[src/rtl/extirq_pkg.sv]
package extirq_pkg;

    localparam int REG_W  = 32;
    localparam int ADDR_W = 3;
    localparam int CODE_W = 4;

    localparam logic [ADDR_W-1:0] A_SENSE  = 3'd0;
    localparam logic [ADDR_W-1:0] A_PRIO   = 3'd1;
    localparam logic [ADDR_W-1:0] A_SOURCE = 3'd2;
    localparam logic [ADDR_W-1:0] A_MSET   = 3'd3;
    localparam logic [ADDR_W-1:0] A_MCLR   = 3'd4;

    typedef enum logic [CODE_W-1:0] {
        SNS_FALL = 4'd0,
        SNS_RISE = 4'd1,
        SNS_LOW  = 4'd2,
        SNS_HIGH = 4'd3,
        SNS_BOTH = 4'd4
    } sense_e;

endpackage

[src/rtl/extirq_pin_detect.sv]
module extirq_pin_detect
    import extirq_pkg::*;
#(
    parameter int SENSE_W = 4
) (
    input  logic               clk,
    input  logic               rst_n,
    input  logic               pin_i,
    input  logic [SENSE_W-1:0] sense_i,
    output logic               hit_o
);

    typedef struct packed {
        logic meta;
        logic sync;
        logic prev;
    } det_t;

    det_t             det_d, det_q;
    logic [CODE_W-1:0] code;

    always_comb begin
        det_d      = det_q;
        det_d.meta = pin_i;
        det_d.sync = det_q.meta;
        det_d.prev = det_q.sync;

        code                = '0;
        code[SENSE_W-1:0]   = sense_i;

        case (code)
            SNS_FALL: hit_o = det_q.prev & ~det_q.sync;
            SNS_RISE: hit_o = det_q.sync & ~det_q.prev;
            SNS_LOW:  hit_o = ~det_q.sync;
            SNS_HIGH: hit_o = det_q.sync;
            SNS_BOTH: hit_o = det_q.sync ^ det_q.prev;
            default:  hit_o = 1'b0;
        endcase
    end

    always_ff @(posedge clk) begin
        if (!rst_n) begin
            det_q <= '0;
        end else begin
            det_q <= det_d;
        end
    end

    // undefined sense codes stay silent
    p_bad_code_quiet_r6: assert property (@(posedge clk) disable iff (!rst_n)
        (code > 4'd4) |-> !hit_o);

endmodule

[src/rtl/extirq_regs.sv]
module extirq_regs
    import extirq_pkg::*;
#(
    parameter int NUM_PINS = 8,
    parameter int SENSE_W  = 4,
    parameter int PRIO_W   = 4
) (
    input  logic                              clk,
    input  logic                              rst_n,
    input  logic                              acc_en,
    input  logic                              acc_wr,
    input  logic [ADDR_W-1:0]                 acc_addr,
    input  logic [REG_W-1:0]                  acc_wdata,
    input  logic [NUM_PINS-1:0]               hit_i,
    output logic [NUM_PINS-1:0][SENSE_W-1:0]  sense_o,
    output logic [NUM_PINS-1:0]               prio_on_o,
    output logic [NUM_PINS-1:0]               pend_o,
    output logic [NUM_PINS-1:0]               mask_o,
    output logic [REG_W-1:0]                  rdata_o
);

    typedef struct packed {
        logic [NUM_PINS-1:0][SENSE_W-1:0] sense;
        logic [NUM_PINS-1:0][PRIO_W-1:0]  prio;
        logic [NUM_PINS-1:0]              pend;
        logic [NUM_PINS-1:0]              mask;
    } regs_t;

    regs_t               r_d, r_q;
    logic                wr_sense, wr_prio, wr_src, wr_mset, wr_mclr;
    logic [NUM_PINS-1:0] pin_bits;

    always_comb begin
        wr_sense = acc_en & acc_wr & (acc_addr == A_SENSE);
        wr_prio  = acc_en & acc_wr & (acc_addr == A_PRIO);
        wr_src   = acc_en & acc_wr & (acc_addr == A_SOURCE);
        wr_mset  = acc_en & acc_wr & (acc_addr == A_MSET);
        wr_mclr  = acc_en & acc_wr & (acc_addr == A_MCLR);

        r_d     = r_q;
        rdata_o = '0;
        for (int n = 0; n < NUM_PINS; n++) begin
            pin_bits[n] = acc_wdata[REG_W-1-n];

            if (wr_sense) r_d.sense[n] = acc_wdata[REG_W-(n+1)*SENSE_W +: SENSE_W];
            if (wr_prio)  r_d.prio[n]  = acc_wdata[REG_W-(n+1)*PRIO_W +: PRIO_W];
            if (wr_src)   r_d.pend[n]  = r_q.pend[n] & pin_bits[n];
            if (wr_mset && pin_bits[n]) r_d.mask[n] = 1'b1;
            if (wr_mclr && pin_bits[n]) r_d.mask[n] = 1'b0;
            r_d.pend[n] = r_d.pend[n] | hit_i[n];

            case (acc_addr)
                A_SENSE:  rdata_o[REG_W-(n+1)*SENSE_W +: SENSE_W] = r_q.sense[n];
                A_PRIO:   rdata_o[REG_W-(n+1)*PRIO_W +: PRIO_W]   = r_q.prio[n];
                A_SOURCE: rdata_o[REG_W-1-n]                      = r_q.pend[n];
                default:  ;
            endcase

            prio_on_o[n] = |r_q.prio[n];
        end
        sense_o = r_q.sense;
        pend_o  = r_q.pend;
        mask_o  = r_q.mask;
    end

    always_ff @(posedge clk) begin
        if (!rst_n) begin
            r_q.sense <= '0;
            r_q.prio  <= '0;
            r_q.pend  <= '0;
            r_q.mask  <= '1;
        end else begin
            r_q <= r_d;
        end
    end

    // after a source write only kept or freshly hit bits remain
    p_src_clear_r7: assert property (@(posedge clk) disable iff (!rst_n)
        wr_src |=> ((r_q.pend & ~($past(pin_bits) | $past(hit_i))) == '0));

    // a detection always latches, masked or not
    p_hit_latch_r10: assert property (@(posedge clk) disable iff (!rst_n)
        (|hit_i) |=> ((r_q.pend & $past(hit_i)) == $past(hit_i)));

    // write-one set and clear of masks
    p_mask_set_r8: assert property (@(posedge clk) disable iff (!rst_n)
        wr_mset |=> ((r_q.mask & $past(pin_bits)) == $past(pin_bits)));

    p_mask_clr_r8: assert property (@(posedge clk) disable iff (!rst_n)
        wr_mclr |=> ((r_q.mask & $past(pin_bits)) == '0));

    p_mask_keep_r8: assert property (@(posedge clk) disable iff (!rst_n)
        !(wr_mset || wr_mclr) |=> $stable(r_q.mask));

    // configuration only moves on its own write
    p_cfg_keep_r2: assert property (@(posedge clk) disable iff (!rst_n)
        !wr_sense |=> $stable(r_q.sense));

endmodule

[src/rtl/extirq_ctrl.sv]
module extirq_ctrl
    import extirq_pkg::*;
#(
    parameter int NUM_PINS = 8,
    parameter int SENSE_W  = 4,
    parameter int PRIO_W   = 4
) (
    input  logic                clk,
    input  logic                rst_n,
    input  logic [NUM_PINS-1:0] pin_i,
    input  logic                acc_en,
    input  logic                acc_wr,
    input  logic [2:0]          acc_addr,
    input  logic [31:0]         acc_wdata,
    output logic [31:0]         acc_rdata,
    output logic [NUM_PINS-1:0] irq_o,
    output logic                irq_any_o
);

    logic [NUM_PINS-1:0][SENSE_W-1:0] sense;
    logic [NUM_PINS-1:0]              hit, prio_on, pend, mask;

    extirq_regs #(
        .NUM_PINS (NUM_PINS),
        .SENSE_W  (SENSE_W),
        .PRIO_W   (PRIO_W)
    ) i_regs (
        .clk       (clk),
        .rst_n     (rst_n),
        .acc_en    (acc_en),
        .acc_wr    (acc_wr),
        .acc_addr  (acc_addr),
        .acc_wdata (acc_wdata),
        .hit_i     (hit),
        .sense_o   (sense),
        .prio_on_o (prio_on),
        .pend_o    (pend),
        .mask_o    (mask),
        .rdata_o   (acc_rdata)
    );

    for (genvar g = 0; g < NUM_PINS; g++) begin : g_pin
        extirq_pin_detect #(
            .SENSE_W (SENSE_W)
        ) i_det (
            .clk     (clk),
            .rst_n   (rst_n),
            .pin_i   (pin_i[g]),
            .sense_i (sense[g]),
            .hit_o   (hit[g])
        );
    end

    always_comb begin
        irq_o     = pend & ~mask & prio_on;
        irq_any_o = |irq_o;
    end

    // a request is never raised for a pin that is masked
    p_masked_quiet_r9: assert property (@(posedge clk) disable iff (!rst_n)
        ((irq_o & mask) == '0));

endmodule

[config.mk]
export PLATFORM = sky130hd
export DESIGN_NAME = extirq_ctrl
export DESIGN_NICKNAME = d
export VERILOG_FILES = /design/src/rtl/extirq_pkg.sv /design/src/rtl/extirq_pin_detect.sv /design/src/rtl/extirq_regs.sv /design/src/rtl/extirq_ctrl.sv
export SDC_FILE = /design/constraint.sdc
export NUM_CORES = 1
export LEC_CHECK = 0
export ABC_AREA = 1
export BUFFER_PORTS_ARGS = -buffer_cell sky130_fd_sc_hd__buf_4
export CAP_MARGIN = 5
export CORE_ASPECT_RATIO = 1.4
export CORE_MARGIN = 2
export CORE_UTILIZATION = 55
export CTS_CLUSTER_SIZE = 16
export DETAILED_ROUTE_END_ITERATION = 6
export PLACE_DENSITY = 0.79
export RECOVER_POWER = 50
export SYNTH_ARGS = -nofsm -noshare
export SYNTH_HDL_FRONTEND = slang
export SYNTH_SLANG_ARGS = --single-unit
[constraint.sdc]
create_clock -name clk -period 1.5 [get_ports clk]
set_input_delay 0.15 -clock clk [delete_from_list [all_inputs] [get_ports clk]]
set_output_delay 0.15 -clock clk [all_outputs]
set_load 0.01 [all_outputs]
Word-level counts from Yosys, hierarchy flattened
Cells that the tools add are included.

Flip-flop bits (word level): 104. Word-level logic and storage cells: 240.

Bitwise operators: 65. Eq/ne operators: 36. Multiplexer cells: 48. Reduce and logical (&&, ||, !) cells: 42.

Operators with widths (count): $eq 4x2->1 const B (16); $pmux 4 s2 (7); $pmux 1 s5 (8); $eq 4x1->1 const B (8); $eq 4x3->1 const B (8); $logic_not 4->1 (8); $reduce_or 4->1 (8); $mux 1 (31); $and 1x1->1 (30); $and 8x8->8 (2); $logic_and 1x1->1 (16); $not 1->1 (16); $reduce_bool 2->1 (8); $not 8->8 (1); $or 1x1->1 (8); $reduce_or 8->1 (1); $xor 1x1->1 (8); $eq 3x2->1 const B (2); $pmux 3 s2 (1); $eq 3x1->1 const B (1); $eq 3x3->1 const B (1); $logic_not 3->1 (1); $pmux 1 s3 (1).

Longest topological paths before layout
Word-level depth: 5. Gate-level depth with buffers: 8. Gate-level depth less buffers: 8.

Cells and area by module
From an unflattened synthesis, not the netlist that was laid out.

Cell total of the unflattened synthesis: 892. Area total of the unflattened synthesis: 5788.1 um2.

Modules (own cells, without submodules): extirq_regs (cells an instance 598, seq. area each 1601.5 um2, area each 3946.3 um2, instances 1); extirq_pin_detect (cells an instance 33, seq. area each 60.1 um2, area each 209.0 um2, instances 8); extirq_ctrl (cells an instance 30, seq. area each 0.0 um2, area each 170.2 um2, instances 1).

Worst setup path after synthesis
No wires, ideal clock.

Kind: register to register. Start: register g_pin[1].i_det.det_q[0] in the netlist's numbering. End: register i_regs.pend_o[1] (netlist name). Stages on the path, launching flop included: 7. Arrival: 1.018 ns. Slack: 0.412 ns. Required time: 1.430 ns. Clock period less this slack: 1.088 ns. Path through: dfxtp_1 > inv_1 > ha_1 > nand3b_1 > a21oi_1 > nand2_1 > a21oi_1.

Word-level cells in the longest chain between the ends: 4. Elaborated cells between the ends (all ways): 6.

RTL lines: start: declaration (line extirq_pin_detect.sv:19) `det_t det_d, det_q;`; start signal: assignment (line extirq_pin_detect.sv:45) `det_q <= det_d;`; $not 1->1 (line extirq_pin_detect.sv:33) `SNS_RISE: hit_o = det_q.sync & ~det_q.prev;`; $and 1x1->1 (line extirq_pin_detect.sv:33); $pmux 1 s5 * (line extirq_pin_detect.sv:31) `case (code)`; $or 1x1->1 * (line extirq_regs.sv:50) `r_d.pend[n] = r_d.pend[n] | hit_i[n];`.

Every way passes the cells marked *; elsewhere a longest branch is shown, timed or not. A chain may end at the register's enable or synchronous reset.

Worst setup path after layout
Start: register i_regs.r_q[43] in the netlist's numbering. End: output port irq_any_o.

Word-level cells in the longest chain between the ends: 3.

RTL lines: start: declaration (line extirq_regs.sv:29) `regs_t r_d, r_q;`; start signal: assignment (line extirq_regs.sv:73) `r_q <= r_d;`; $reduce_or 4->1 (line extirq_regs.sv:59) `prio_on_o[n] = |r_q.prio[n];`; $and 8x8->8 (line extirq_ctrl.sv:55) `irq_o = pend & ~mask & prio_on;`; $reduce_or 8->1 (line extirq_ctrl.sv:56) `irq_any_o = |irq_o;`; end: declaration (line extirq_ctrl.sv:17) `output logic irq_any_o`.

No other way between the ends.

==> metrics <==
crit end category=primary output; top cell type's share of synthesized area=0.4433; Slew @ Worst Pin=881.1 ps; Fillers=679; sequential area share after synthesis=0.4433; Sw Share=0.2280; Synth area leader=dfxtp_1; Switch Pwr=1.350 mW; Slowest cell on crit path=dfxtp_2; violated checks=setup timing; M3 GR Usage=0.04864; initial core utilization=0.5696; Worst path max stage delay=320 ps; FF+latch area=2091 um^2; GRT Residual Overflow=0; Final Wtd Congestion=0.8532; Yosys reg bits=104; P_leak=2.783 nW; Max Cap Viol=0; status=finished, violations left; busiest grt layer=met2; combinational share of power=0.089; pwr/cell area=1003 nW/um^2; synthesized area per cell=7.182 um^2; CP max FO=2; Final Cycle Share=1.003; Clk network pwr share=0.424; M1 GR Usage=0.3048; clk sinks=104; Hold WS=88.67 ps; PortBufs=87; CTS tree=done; Int Pwr=4.568 mW; top cells by area, synth=dfxtp_1 44%, inv_1 11%, nand2_1 10%; crit path time final=1504 ps; io pins=88; met2 Resource Use GR=0.4482; antenna viol nets, final=0; Max VDD drop=0.6976 mV; Die Y=113.3 um; first-pass GRT wire length=18,800 um; Setup Viol. Count Final=1; setup TNS=-4.327 ps; worst hold path type=in2reg; Mapped Nets=717; Arr. time, crit path=1350 ps; Post-Synthesis Cell Area=4697 um^2; 1st-pass router iterations=6; vias in the first global route=4,396; Final Cell Area=5902 um^2; clock-pin transition on the worst setup and hold timing paths=70 ps; area of the multi-input gates=1978 um^2; row count=39; CP cell instances=inv_2 -> nand4_1 -> nand2_2 -> nand2_2 -> nor2_1 -> nand2_1 -> buf_6; Yosys warning count=0; Clock Tree Root=clkbuf_16; clk_lat worst skew=350 ps; layout cells sized above 1=0.1997; Tot GR Track Use=0.2586; TritonCTS Buffers=9; initial antenna violation count=0; Critical Path RT=1350 ps; pre-CTS setup slack=171.6 ps; sequential share of power=0.488; max frequency=664.7 MHz; Slew Limit Fails=0; placed cell areas=5436 um^2; Top Family by Delay on Critical Path=simple AND/OR/NAND/NOR gates; Avg WL per Cell=13.51 um; Layout Area Growth over Synthesis=25.65%; final WL=11,600 um; H-tree depth=3; cells after synthesis=654; die width=82.10 um; RSZ-0062 raised after global routing=yes; Iter 0 DRT Violations=255; Buffers & Inverters on Critical Path=2; final worst slack=-4.327 ps; CP most frequent cell=nand2_2; Vias/cell=5.310; post-synthesis cell type count=22; Core ar.=8247 um^2; critical path type=reg2out; CP Launch Type=flop; Max Root-Sink Buffers=2; Die Area=9306 um^2; DRC Markers=0; nets=814; ant diodes=0; largest net degree at the start of global routing=65; clock skew=2.941 ps; HPWL Detailed=7985 um; max_slew headroom=0.4126; Fin. Hold Viols=0; DR vias=4,556
## kinds of logic (layout without fill, tap and decap cells)
kind of cell | count (synthesis) | in the layout | synth area share
flip-flops | 104 | 104 | 0.4433
buffers and inverters | 165 | 267 | 0.1388
AO/OA/AOI/OAI | 184 | 184 | 0.2110
AND/OR/NAND/NOR | 185 | 185 | 0.1644
adder cells (fa/ha/maj) | 16 | 16 | 0.04262
## per-layer routing
metal / up-vias / wire length (um) / share of wire
met5: - / 0 / 0
met4: 0 / 294 / 0.025
met3: 25 / 646 / 0.056
met2: 154 / 5916 / 0.51
met1: 2083 / 4739 / 0.41
li1: 2294 / - / -
## power groups by stage
stage	clock (mW)	combinational [mW]	sequential, mW
3_3_place_gp	0	0.484	2.94
5_1_grt	2.66	0.592	2.89
6_report	2.51	0.526	2.89
2_1_floorplan	0	0.293	2.94
3_5_place_dp	0	0.500	2.94
4_1_cts	2.54	0.529	2.88
## placed cells by master (no fill, tap or decap), types with 2 or more instances in the layout
cell and instances:
bufinv_16 2, dlygate4sd3_1 8, o221ai_1 8, clkbuf_1 5, o21ai_0 63, o22ai_1 32
clkinv_2 3, ha_1 16, a21oi_1 80, inv_2 17, dfxtp_2 7, nand3_1 20
nand2_2 7, nand3b_1 5, dfxtp_1 97, nor2_2 3, clkbuf_4 6, inv_1 121
clkbuf_16 9, nand2_1 119, buf_4 92, nor2_1 24, nand4_1 6
## sequential cells by signal, indices dropped and copies added, names as in the netlist
register	flops
i_regs.r_q	32
i_regs.sense_o	32
g_pin.i_det.det_d	16
g_pin.i_det.det_q	8
i_regs.mask_o	8
i_regs.pend_o	8
## Yosys cell counts, drive strengths merged
cell type	number
clkbuf	12
o221ai	8
nand4	7
o22ai	32
dfxtp	104
inv	138
nand3	20
o21ai	64
nand3b	5
nor2	27
buf	15
nand2	126
ha	16
a21oi	80
## timing repair
item | in CTS | in global routing
gates resized for setup | 19 | 13
pin swaps | 9 | 6
setup buffers | 7 | 2
gates cloned | 0 | 0
hold buffers | 8 | 0
setup endpoints to repair | 1 | 2
endpoints found under the hold margin | 8 | 0
## final cells by class
type / count / share of cell area
Inverter: 138 / 0.08777
Clock inverter: 6 / 0.01399
Sequential cell: 104 / 0.3543
Clock buffer: 10 / 0.04049
Multi-Input combinational cell: 385 / 0.3352
Timing Repair Buffer: 113 / 0.1467
Tap cell: 102 / 0.02162
## through the flow
stage / power [mW] / std cells / util
after global routing: 6.141 / 858 / 0.7157
after floorplan: 3.229 / 654 / -
after CTS: 5.950 / 856 / 0.7166
final: 5.918 / 858 / 0.7157
after detailed placement: 3.445 / 825 / 0.6592
after global placement: 3.426 / 825 / 0.6592
## path summary, 6_finish.rpt
check                                        to  cells past startpoint  slack [ps]                          startpoint
max                                   irq_any_o                      7          -4         i_regs.r_q[43]$_SDFFE_PN0P_
min             i_regs.sense_o[17]$_SDFFE_PN0P_                      3          90                       acc_wdata[13]
max reg2reg         i_regs.pend_o[0]$_SDFF_PN0_                      7         220  g_pin[0].i_det.det_q[0]$_SDFF_PN0_
min reg2reg  g_pin[1].i_det.det_d[0]$_SDFF_PN0_                      2         410  g_pin[1].i_det.det_d[1]$_SDFF_PN0_
## worst reg2reg max path, stage by stage, from the launching register on
cell     delay, ps
dfxtp_1        340
inv_1           50
ha_1           280
inv_1           50
nand3_1         80
a21oi_1        130
nand2_1         80
a21oi_1        180
(Power assumes the default switching activity.)
